<file path="src/rtl/dsu_pkg.sv">
package dsu_pkg;
  typedef enum logic [1:0] {
    ST_IDLE  = 2'd0,
    ST_FEED  = 2'd1,
    ST_FLUSH = 2'd2,
    ST_DONE  = 2'd3
  } dsu_state_e;
endpackage

</file>
<file path="src/rtl/dsu_mul_pipe.sv">
module dsu_mul_pipe #(
  parameter int IN_W   = 16,
  parameter int ACC_W  = 40,
  parameter int STAGES = 4
) (
  input  logic                    clk,
  input  logic                    rst_n,
  input  logic                    clr,
  input  logic                    load,
  input  logic signed [IN_W-1:0]  a,
  input  logic signed [IN_W-1:0]  b,
  output logic signed [ACC_W-1:0] prod_out
);
  logic signed [ACC_W-1:0] stg [STAGES];
  logic signed [ACC_W-1:0] a_x, b_x;

  assign a_x = ACC_W'(a);
  assign b_x = ACC_W'(b);

  // Stage 0 forms the product; a bubble loads zero so the ring adds nothing.
  always_ff @(posedge clk or negedge rst_n) begin
    if (!rst_n)     stg[0] <= '0;
    else if (clr)   stg[0] <= '0;
    else if (load)  stg[0] <= a_x * b_x;
    else            stg[0] <= '0;
  end

  for (genvar g = 1; g < STAGES; g++) begin : g_delay
    always_ff @(posedge clk or negedge rst_n) begin
      if (!rst_n)   stg[g] <= '0;
      else if (clr) stg[g] <= '0;
      else          stg[g] <= stg[g-1];
    end
  end

  assign prod_out = stg[STAGES-1];

  // intake can never coincide with the clearing pulse.
  a_r7_no_load_on_clear: assert property (@(posedge clk) disable iff (!rst_n)
    !(clr && load));
endmodule

</file>
<file path="src/rtl/dsu_acc_ring.sv">
module dsu_acc_ring #(
  parameter int ACC_W = 40,
  parameter int LANES = 4
) (
  input  logic                    clk,
  input  logic                    rst_n,
  input  logic                    clr,
  input  logic signed [ACC_W-1:0] prod_in,
  output logic signed [ACC_W-1:0] total
);
  logic signed [ACC_W-1:0] stg [LANES];

  // Head stage adds the incoming product to the sum leaving the tail.
  always_ff @(posedge clk or negedge rst_n) begin
    if (!rst_n)   stg[0] <= '0;
    else if (clr) stg[0] <= '0;
    else          stg[0] <= stg[LANES-1] + prod_in;
  end

  for (genvar g = 1; g < LANES; g++) begin : g_lane
    always_ff @(posedge clk or negedge rst_n) begin
      if (!rst_n)   stg[g] <= '0;
      else if (clr) stg[g] <= '0;
      else          stg[g] <= stg[g-1];
    end
  end

  // Merge of the interleaved partial sums.
  always_comb begin
    total = '0;
    for (int i = 0; i < LANES; i++) total += stg[i];
  end

  // a clear leaves nothing in the ring.
  a_r2_ring_cleared: assert property (@(posedge clk) disable iff (!rst_n)
    clr |=> (total == '0));
  // rotating with a zero product never changes the merged total.
  a_r4_sum_invariant: assert property (@(posedge clk) disable iff (!rst_n)
    (!clr && prod_in == '0) |=> $stable(total));
endmodule

</file>
<file path="src/rtl/dsu_ctrl.sv">
module dsu_ctrl
  import dsu_pkg::*;
#(
  parameter int FLUSH_CYC = 4
) (
  input  logic clk,
  input  logic rst_n,
  input  logic start,
  input  logic in_valid,
  input  logic in_last,
  input  logic out_ready,
  output logic in_ready,
  output logic fire,
  output logic clr,
  output logic cap,
  output logic out_valid
);
  localparam int CNT_W = $clog2(FLUSH_CYC + 1);

  dsu_state_e       st;
  logic [CNT_W-1:0] cnt;

  assign in_ready  = (st == ST_FEED);
  assign fire      = in_ready && in_valid;
  assign clr       = (st == ST_IDLE) && start;
  assign cap       = (st == ST_FLUSH) && (cnt == CNT_W'(FLUSH_CYC));
  assign out_valid = (st == ST_DONE);

  always_ff @(posedge clk or negedge rst_n) begin
    if (!rst_n) begin
      st  <= ST_IDLE;
      cnt <= '0;
    end else begin
      unique case (st)
        ST_IDLE:  if (start) st <= ST_FEED;
        ST_FEED:  if (fire && in_last) begin
                    st  <= ST_FLUSH;
                    cnt <= '0;
                  end
        ST_FLUSH: if (cap) st <= ST_DONE;
                  else     cnt <= cnt + 1'b1;
        ST_DONE:  if (out_ready) st <= ST_IDLE;
        default:  st <= ST_IDLE;
      endcase
    end
  end

  // intake is closed whenever a result is on offer.
  a_r7_no_overlap: assert property (@(posedge clk) disable iff (!rst_n)
    !(in_ready && out_valid));
  // a taken result is withdrawn on the following cycle.
  a_r6_single_take: assert property (@(posedge clk) disable iff (!rst_n)
    (out_valid && out_ready) |=> !out_valid);
endmodule

</file>
<file path="src/rtl/dot_stream_unit.sv">
module dot_stream_unit #(
  parameter int IN_W       = 16,
  parameter int ACC_W      = 40,
  parameter int MUL_STAGES = 4,
  parameter int ADD_LANES  = 4
) (
  input  logic                    clk,
  input  logic                    rst_n,
  input  logic                    start,
  input  logic                    in_valid,
  output logic                    in_ready,
  input  logic signed [IN_W-1:0]  in_a,
  input  logic signed [IN_W-1:0]  in_b,
  input  logic                    in_last,
  output logic                    out_valid,
  input  logic                    out_ready,
  output logic signed [ACC_W-1:0] out_sum
);
  // Last product leaves the multiplier and enters the ring MUL_STAGES
  // edges after its acceptance; the merge is captured one edge later.
  localparam int FLUSH_CYC = MUL_STAGES;

  logic                    fire, clr, cap;
  logic signed [ACC_W-1:0] prod, total;

  dsu_ctrl #(.FLUSH_CYC(FLUSH_CYC)) u_ctrl (
    .clk, .rst_n, .start, .in_valid, .in_last, .out_ready,
    .in_ready, .fire, .clr, .cap, .out_valid
  );

  dsu_mul_pipe #(.IN_W(IN_W), .ACC_W(ACC_W), .STAGES(MUL_STAGES)) u_mul (
    .clk, .rst_n, .clr, .load(fire), .a(in_a), .b(in_b), .prod_out(prod)
  );

  dsu_acc_ring #(.ACC_W(ACC_W), .LANES(ADD_LANES)) u_ring (
    .clk, .rst_n, .clr, .prod_in(prod), .total
  );

  always_ff @(posedge clk or negedge rst_n) begin
    if (!rst_n)   out_sum <= '0;
    else if (cap) out_sum <= total;
  end

  // a stalled result neither vanishes nor changes.
  a_r6_hold: assert property (@(posedge clk) disable iff (!rst_n)
    (out_valid && !out_ready) |=> (out_valid && $stable(out_sum)));
endmodule

</file>
<file path="config.mk">
export PLATFORM = sky130hd
export DESIGN_NAME = dot_stream_unit
export DESIGN_NICKNAME = d
export VERILOG_FILES = /design/src/rtl/dsu_pkg.sv /design/src/rtl/dsu_mul_pipe.sv /design/src/rtl/dsu_acc_ring.sv /design/src/rtl/dsu_ctrl.sv /design/src/rtl/dot_stream_unit.sv
export SDC_FILE = /design/constraint.sdc
export NUM_CORES = 1
export LEC_CHECK = 0
export BUFFER_PORTS_ARGS = -buffer_cell sky130_fd_sc_hd__buf_2
export CAP_MARGIN = 20
export CORE_ASPECT_RATIO = 0.7
export CORE_MARGIN = 2
export CORE_UTILIZATION = 50
export DETAILED_ROUTE_END_ITERATION = 8
export GPL_TIMING_DRIVEN = 0
export PLACE_DENSITY = 0.66
export SYNTH_ARGS = -nofsm -noshare
export SYNTH_HDL_FRONTEND = slang
export SYNTH_HIERARCHICAL = 1
export SYNTH_SLANG_ARGS = --single-unit
</file>
<file path="constraint.sdc">
create_clock -name clk -period 7.02 [get_ports clk]
set_input_delay 0.702 -clock clk [delete_from_list [all_inputs] [get_ports clk]]
set_output_delay 0.702 -clock clk [all_outputs]
set_load 0.03 [all_outputs]
</file>
After elaboration in Yosys (flattened, before gate mapping)
Cells that the tools add are included.
{ "word_totals": {"out_inout_bits": 42, "elab_cells": 51, "input_bits": 38, "register_bits": 365} }
{ "classes": {"n_eq_ne": 9, "n_mux": 17, "n_reduce_logical": 8, "n_mul": 1, "n_addsub": 5} }
{ "ops": {"columns": ["operator", "count"], "rows": [
  ["$mux 40", 9],
  ["$add 40x40->40", 4],
  ["$mul 16x16->32", 1],
  ["$mux 2", 4],
  ["$ne 2x2->1 const B", 4],
  ["$pmux 2 s4", 1],
  ["$mux 3", 2],
  ["$pmux 3 s2", 1],
  ["$eq 2x2->1 const B", 2],
  ["$logic_and 1x1->1", 4],
  ["$reduce_and 4->1", 1],
  ["$add 3x1->3 const B", 1],
  ["$eq 3x3->1 const B", 1],
  ["$reduce_and 3->1", 1],
  ["$eq 2x1->1 const B", 1],
  ["$logic_not 2->1", 1],
  ["$ne 2x1->1 const B", 1],
  ["$reduce_bool 2->1", 1]
]} }

Depth between registers and ports, before layout
{ "depth": {"depth_word": 5, "mapped_depth": 21, "depth_no_buf": 20} }

Hierarchy
The synthesis kept the hierarchy.
{ "modules_own_cells": {"columns": ["module", "instances", "seq_area_each_um2", "cells_per_inst", "area_per_inst_um2"], "rows": [
  ["dsu_mul_pipe", 1, 3203.1, 1401, 14167.3],
  ["dsu_acc_ring", 1, 4003.8, 1185, 11098.1],
  ["dot_stream_unit", 1, 1001.0, 84, 1496.4],
  ["dsu_ctrl", 1, 125.1, 43, 436.7]
]} }

Worst setup path after synthesis
No wires, ideal clock.
{ "synth_path": {"path_type": "input to register", "from": "input in_a[15]", "to": "register u_mul/stg[150] (netlist name)", "path_slack_ps": 1003, "setup_ps": 78, "arrival_time_ps": 5939, "n_path_buf": 1, "t_required_ps": 6942, "stages": 18, "cell_sequence": "clkbuf_1 > nand2_1 > inv_1 > fa_1 > fa_1 > fa_1 > fa_1 > fa_1 > inv_1 > fa_1 > inv_1 > ha_1 > nand4_1 > a2111o_1 > nand3b_2 > nor3_2 > or3_1 > a21oi_1"} }
{ "synth_via": {"elab_chain_len": 3} }
{ "synth_lines": {"columns": ["element", "line", "source"], "rows": [
  ["start: declaration", "dot_stream_unit.sv:12", "input logic signed [IN_W-1:0] in_a,"],
  ["$mul 16x16->32", "dsu_mul_pipe.sv:24", "else if (load) stg[0] <= a_x * b_x;"],
  ["$mux 40", "dsu_mul_pipe.sv:24", null],
  ["$mux 40", "dsu_mul_pipe.sv:23", "else if (clr) stg[0] <= '0;"],
  ["end: declaration", "dsu_mul_pipe.sv:14", "logic signed [ACC_W-1:0] stg [STAGES];"]
]} }
No other way between the ends.
A chain may end at the register's enable or synchronous reset.

Worst setup path after layout
{ "layout_path": {"from": "input in_b[1]", "to": "register u_mul/stg[150] (netlist name)"} }
{ "layout_via": {"elab_chain_len": 3} }
{ "layout_lines": {"columns": ["element", "line", "source"], "rows": [
  ["start: declaration", "dot_stream_unit.sv:13", "input logic signed [IN_W-1:0] in_b,"],
  ["$mul 16x16->32", "dsu_mul_pipe.sv:24", null],
  ["$mux 40", "dsu_mul_pipe.sv:24", null],
  ["$mux 40", "dsu_mul_pipe.sv:23", null]
]} }
No other way between the ends.

==> flow_summary_export.csv <==
group,metric,value,unit
cts,cts_resized,0,
sta,fin_skew,25.90,ps
worst_setup_path,start_kind,"input pin",
cells_and_area,n_fill_cell,4734,
worst_setup_path,slowest_stage,"fa_1",
detailed_routing,firstDrtPassIters,5,
global_route,grt_pass1_wl,103000,um
cts,postCtsSetupRepairBufs,0,
global_route,grtUsageTotal,0.2331,
cts,cts_hold_buf,0,
worst_setup_path,crit_family,"adder cells",
logic_synthesis,yosysWarnings,6,
detailed_routing,post_drt_via_cell_ratio,5.180,
logic_synthesis,synth_nets,3259,
detailed_routing,wl_per_cell,17.04,um
cells_and_area,regArea,0.008333,mm2
placement,dp.cells,3525,
cells_and_area,nets,3374,
sta,period_share,0.9631,
sta,rsz0062_at_grt,"false",
detailed_routing,vias,18555,
worst_setup_path,crit_path_cell_trace,"buf_2 -> clkbuf_1 -> nand2_1 -> inv_1 -> fa_1 -> fa_1 -> fa_1 -> fa_1 -> fa_1 -> inv_1 -> fa_1 -> inv_1 -> ha_1 -> nand4_1 -> a2111o_1 -> nand3b_2 -> nor3_2 -> or3_1 -> a21oi_1",
floorplan,die-area,0.05631,mm2
sta,tightest_slew,951.5,ps
logic_synthesis,yosysSeqAreaShare,0.3064,
logic_synthesis,synth_cells,2713,
cts,insertion_delay,580,ps
sta,fmax,147.9,MHz
logic_synthesis,synth_area,0.02720,mm2
floorplan,core,0.05375,mm2
sta,hold_violations,0,
logic_synthesis,syn_avg_cell_area,10.03,um2
sta,finalSetupTns,0,ps
cts,cts_sinks,333,
flow_run,maxCapViolCount,0,
cells_and_area,instances_no_fill,3582,
cells_and_area,multiInputGateArea,0.01626,mm2
global_route,grt_pass1_vias,19963,
sta,relSlewSlack,0.3656,
cts,htreeDepth,1,
global_route,grt_max_degree,118,
hold_path,holdCritPathClass,"in2async",
cells_and_area,drive_gt1_frac,0.08810,
worst_setup_path,startpoint,"in_b[1]",
floorplan,fp.dieH,199.1,um
worst_setup_path,path_class,"in2reg",
worst_setup_path,worst-path-max-fanout,10,
floorplan,start_util,0.5061,
logic_synthesis,synth-main-ff-cell,"dfrtp_1",
detailed_routing,drc,0,
detailed_routing,ant_nets,0,
placement,gp_congestion,0.9478,
worst_setup_path,path_buf_inv,5,
worst_setup_path,path_common_cell,"fa_1",
sta,setup_viol,0,
cts,root_buffer,"clkbuf_16",
logic_synthesis,synthArstFlopShare,1.000,
floorplan,rows,71,
detailed_routing,drt_first_iter_violations,1181,
cts,clk_pin_slew,70,ps
logic_synthesis,synth-edff-count,0,
placement,pre_cts_ws,-199.9,ps
cts,cts_tree,"built",
global_route,antenna_found_initial,2,
cts,cts_max_path_buffers,3,
worst_setup_path,r2r_slack,1840,ps
cells_and_area,syn_to_final_growth,9.118,%
logic_synthesis,synth_cell_type_count,81,
floorplan,die_w,282.8,um
worst_setup_path,endpoint_kind,"flip-flop",
placement,portBuffers,79,
worst_setup_path,cp.required,7500,ps
detailed_routing,drt_wl_total,61030,um
cts,cts_buffers,31,
worst_setup_path,cpPeakStageDelay,930,ps
placement,place_hpwl,49670,um
run_status,status,"completed",
placement,postPlaceCellArea,0.02860,mm2
global_route,overflow,0,
sta,period_minus_slack,6761,ps
floorplan,io_pins,80,
worst_setup_path,cp.arrival,7240,ps
logic_synthesis,synth_seq_cells,333,
sta,slew_violations,0,
worst_setup_path,rr_startpoint,"u_ring/stg[2]",
cells_and_area,final_cell_area,0.02968,mm2
sta,worst_slack,258.9,ps
-- area by class of cell --
class	instances	share of cell area
repair buffers	82	0.01644
clock inverters	15	0.006577
diodes	3	0.0002530
multi-input cells	1736	0.5480
clock buffers	39	0.02951
inverters	525	0.06640
plain buffers	119	0.02125
well taps	730	0.03078
flip-flops and latches	333	0.2808
-- stage by stage --
| stage | utilization | hold WS [ps] |
|---|---|---|
| after detailed placement | 0.5321 | 447.4 |
| after CTS | 0.5521 | 30.32 |
| after global placement | 0.5304 | 442.1 |
| after floorplan | - | 406.4 |
| after global routing | 0.5521 | 41.25 |
| final | 0.5522 | 25.53 |
-- state kept, by name, summed over array words and instances (netlist names) --
| name | cells |
|---|---|
| u_ctrl/cnt | 3 |
| u_mul/stg | 96 |
| out_sum | 40 |
| u_ctrl/st | 2 |
| u_ring/stg | 160 |
| u_mul/prod_out | 32 |
-- worst paths after layout --
check,end,cells past startpoint
min reg2reg,u_mul/stg[93],1
max in group asynchronous,u_ring/stg[30],3
max reg2reg,out_sum[38],15
max,u_mul/stg[150],19
min,out_sum[2],1
min in group clk,u_mul/stg[93],1
-- layout by cell type, fill, tap and decap left out, drive strengths merged, types with 5 or more instances in the layout --
cell    synthesis  layout
a211oi         11      11
a21o           57      57
a21oi          97      97
a31oi          10      10
and2          131     131
and3            5       5
buf            49     131
clkbuf         70     109
clkinv          0       8
dfrtp         333     333
fa            341     341
ha            167     167
inv           525     526
mux2           42      42
nand2         189     189
nand2b         16      16
nand3          20      20
nand4          15      15
nor2          213     213
nor2b         124     124
nor3           21      21
nor3b           6       6
o211ai         11      11
o21a           18      18
o21ai          53      53
o21bai         22      22
o31a            6       6
or3             5       5
xnor2          63      63
xor2           32      32
-- worst register-to-register path, cell delays in order, from the launching register on --
cell and delay, ps:
dfrtp_1 370, inv_1 70, fa_1 500, fa_1 590
inv_1 70, ha_1 320, a211oi_1 250, o21bai_1 120
a21o_1 250, a31oi_1 660, o31ai_1 280, a2111oi_1 800
o21a_1 280, o31ai_1 100, xor2_1 140, mux2_2 260
-- logic make-up (layout without fill, tap and decap cells) --
group,after synthesis,in the layout,synth area share
xor+xnor,95,95,0.03059
simple gates,761,761,0.1391
compound gates,326,326,0.08152
flops,333,333,0.3064
buf+inv,644,780,0.09564
other cells,0,3,0
fa+ha+maj,508,508,0.3278
mux,46,46,0.01900
-- cell usage after synthesis (41+ instances only) --
master	count	area, um2
fa_1	341	6827
buf_4	41	307.8
a21oi_1	96	480.5
and2_1	130	813.3
nor2_1	213	799.5
clkbuf_1	70	262.8
a21o_1	56	420.4
inv_1	525	1971
xnor2_1	63	551.8
ha_1	167	2090
o21ai_0	44	220.2
nor2b_1	123	769.5
dfrtp_1	333	8333
nand2_1	188	705.7
-- layer usage --
metal | GRT usage | up-vias | routed length (um)
li1 | - | 8569 | -
met4 | 0.03449 | 0 | 795
met5 | 0 | - | 0
met3 | 0.04186 | 68 | 4141
met1 | 0.3452 | 9412 | 29120
met2 | 0.3673 | 506 | 26980
Power is left out: the tool's default activity adds up to more than one toggle a clock period on the data nets, which glitch-free logic cannot reach.
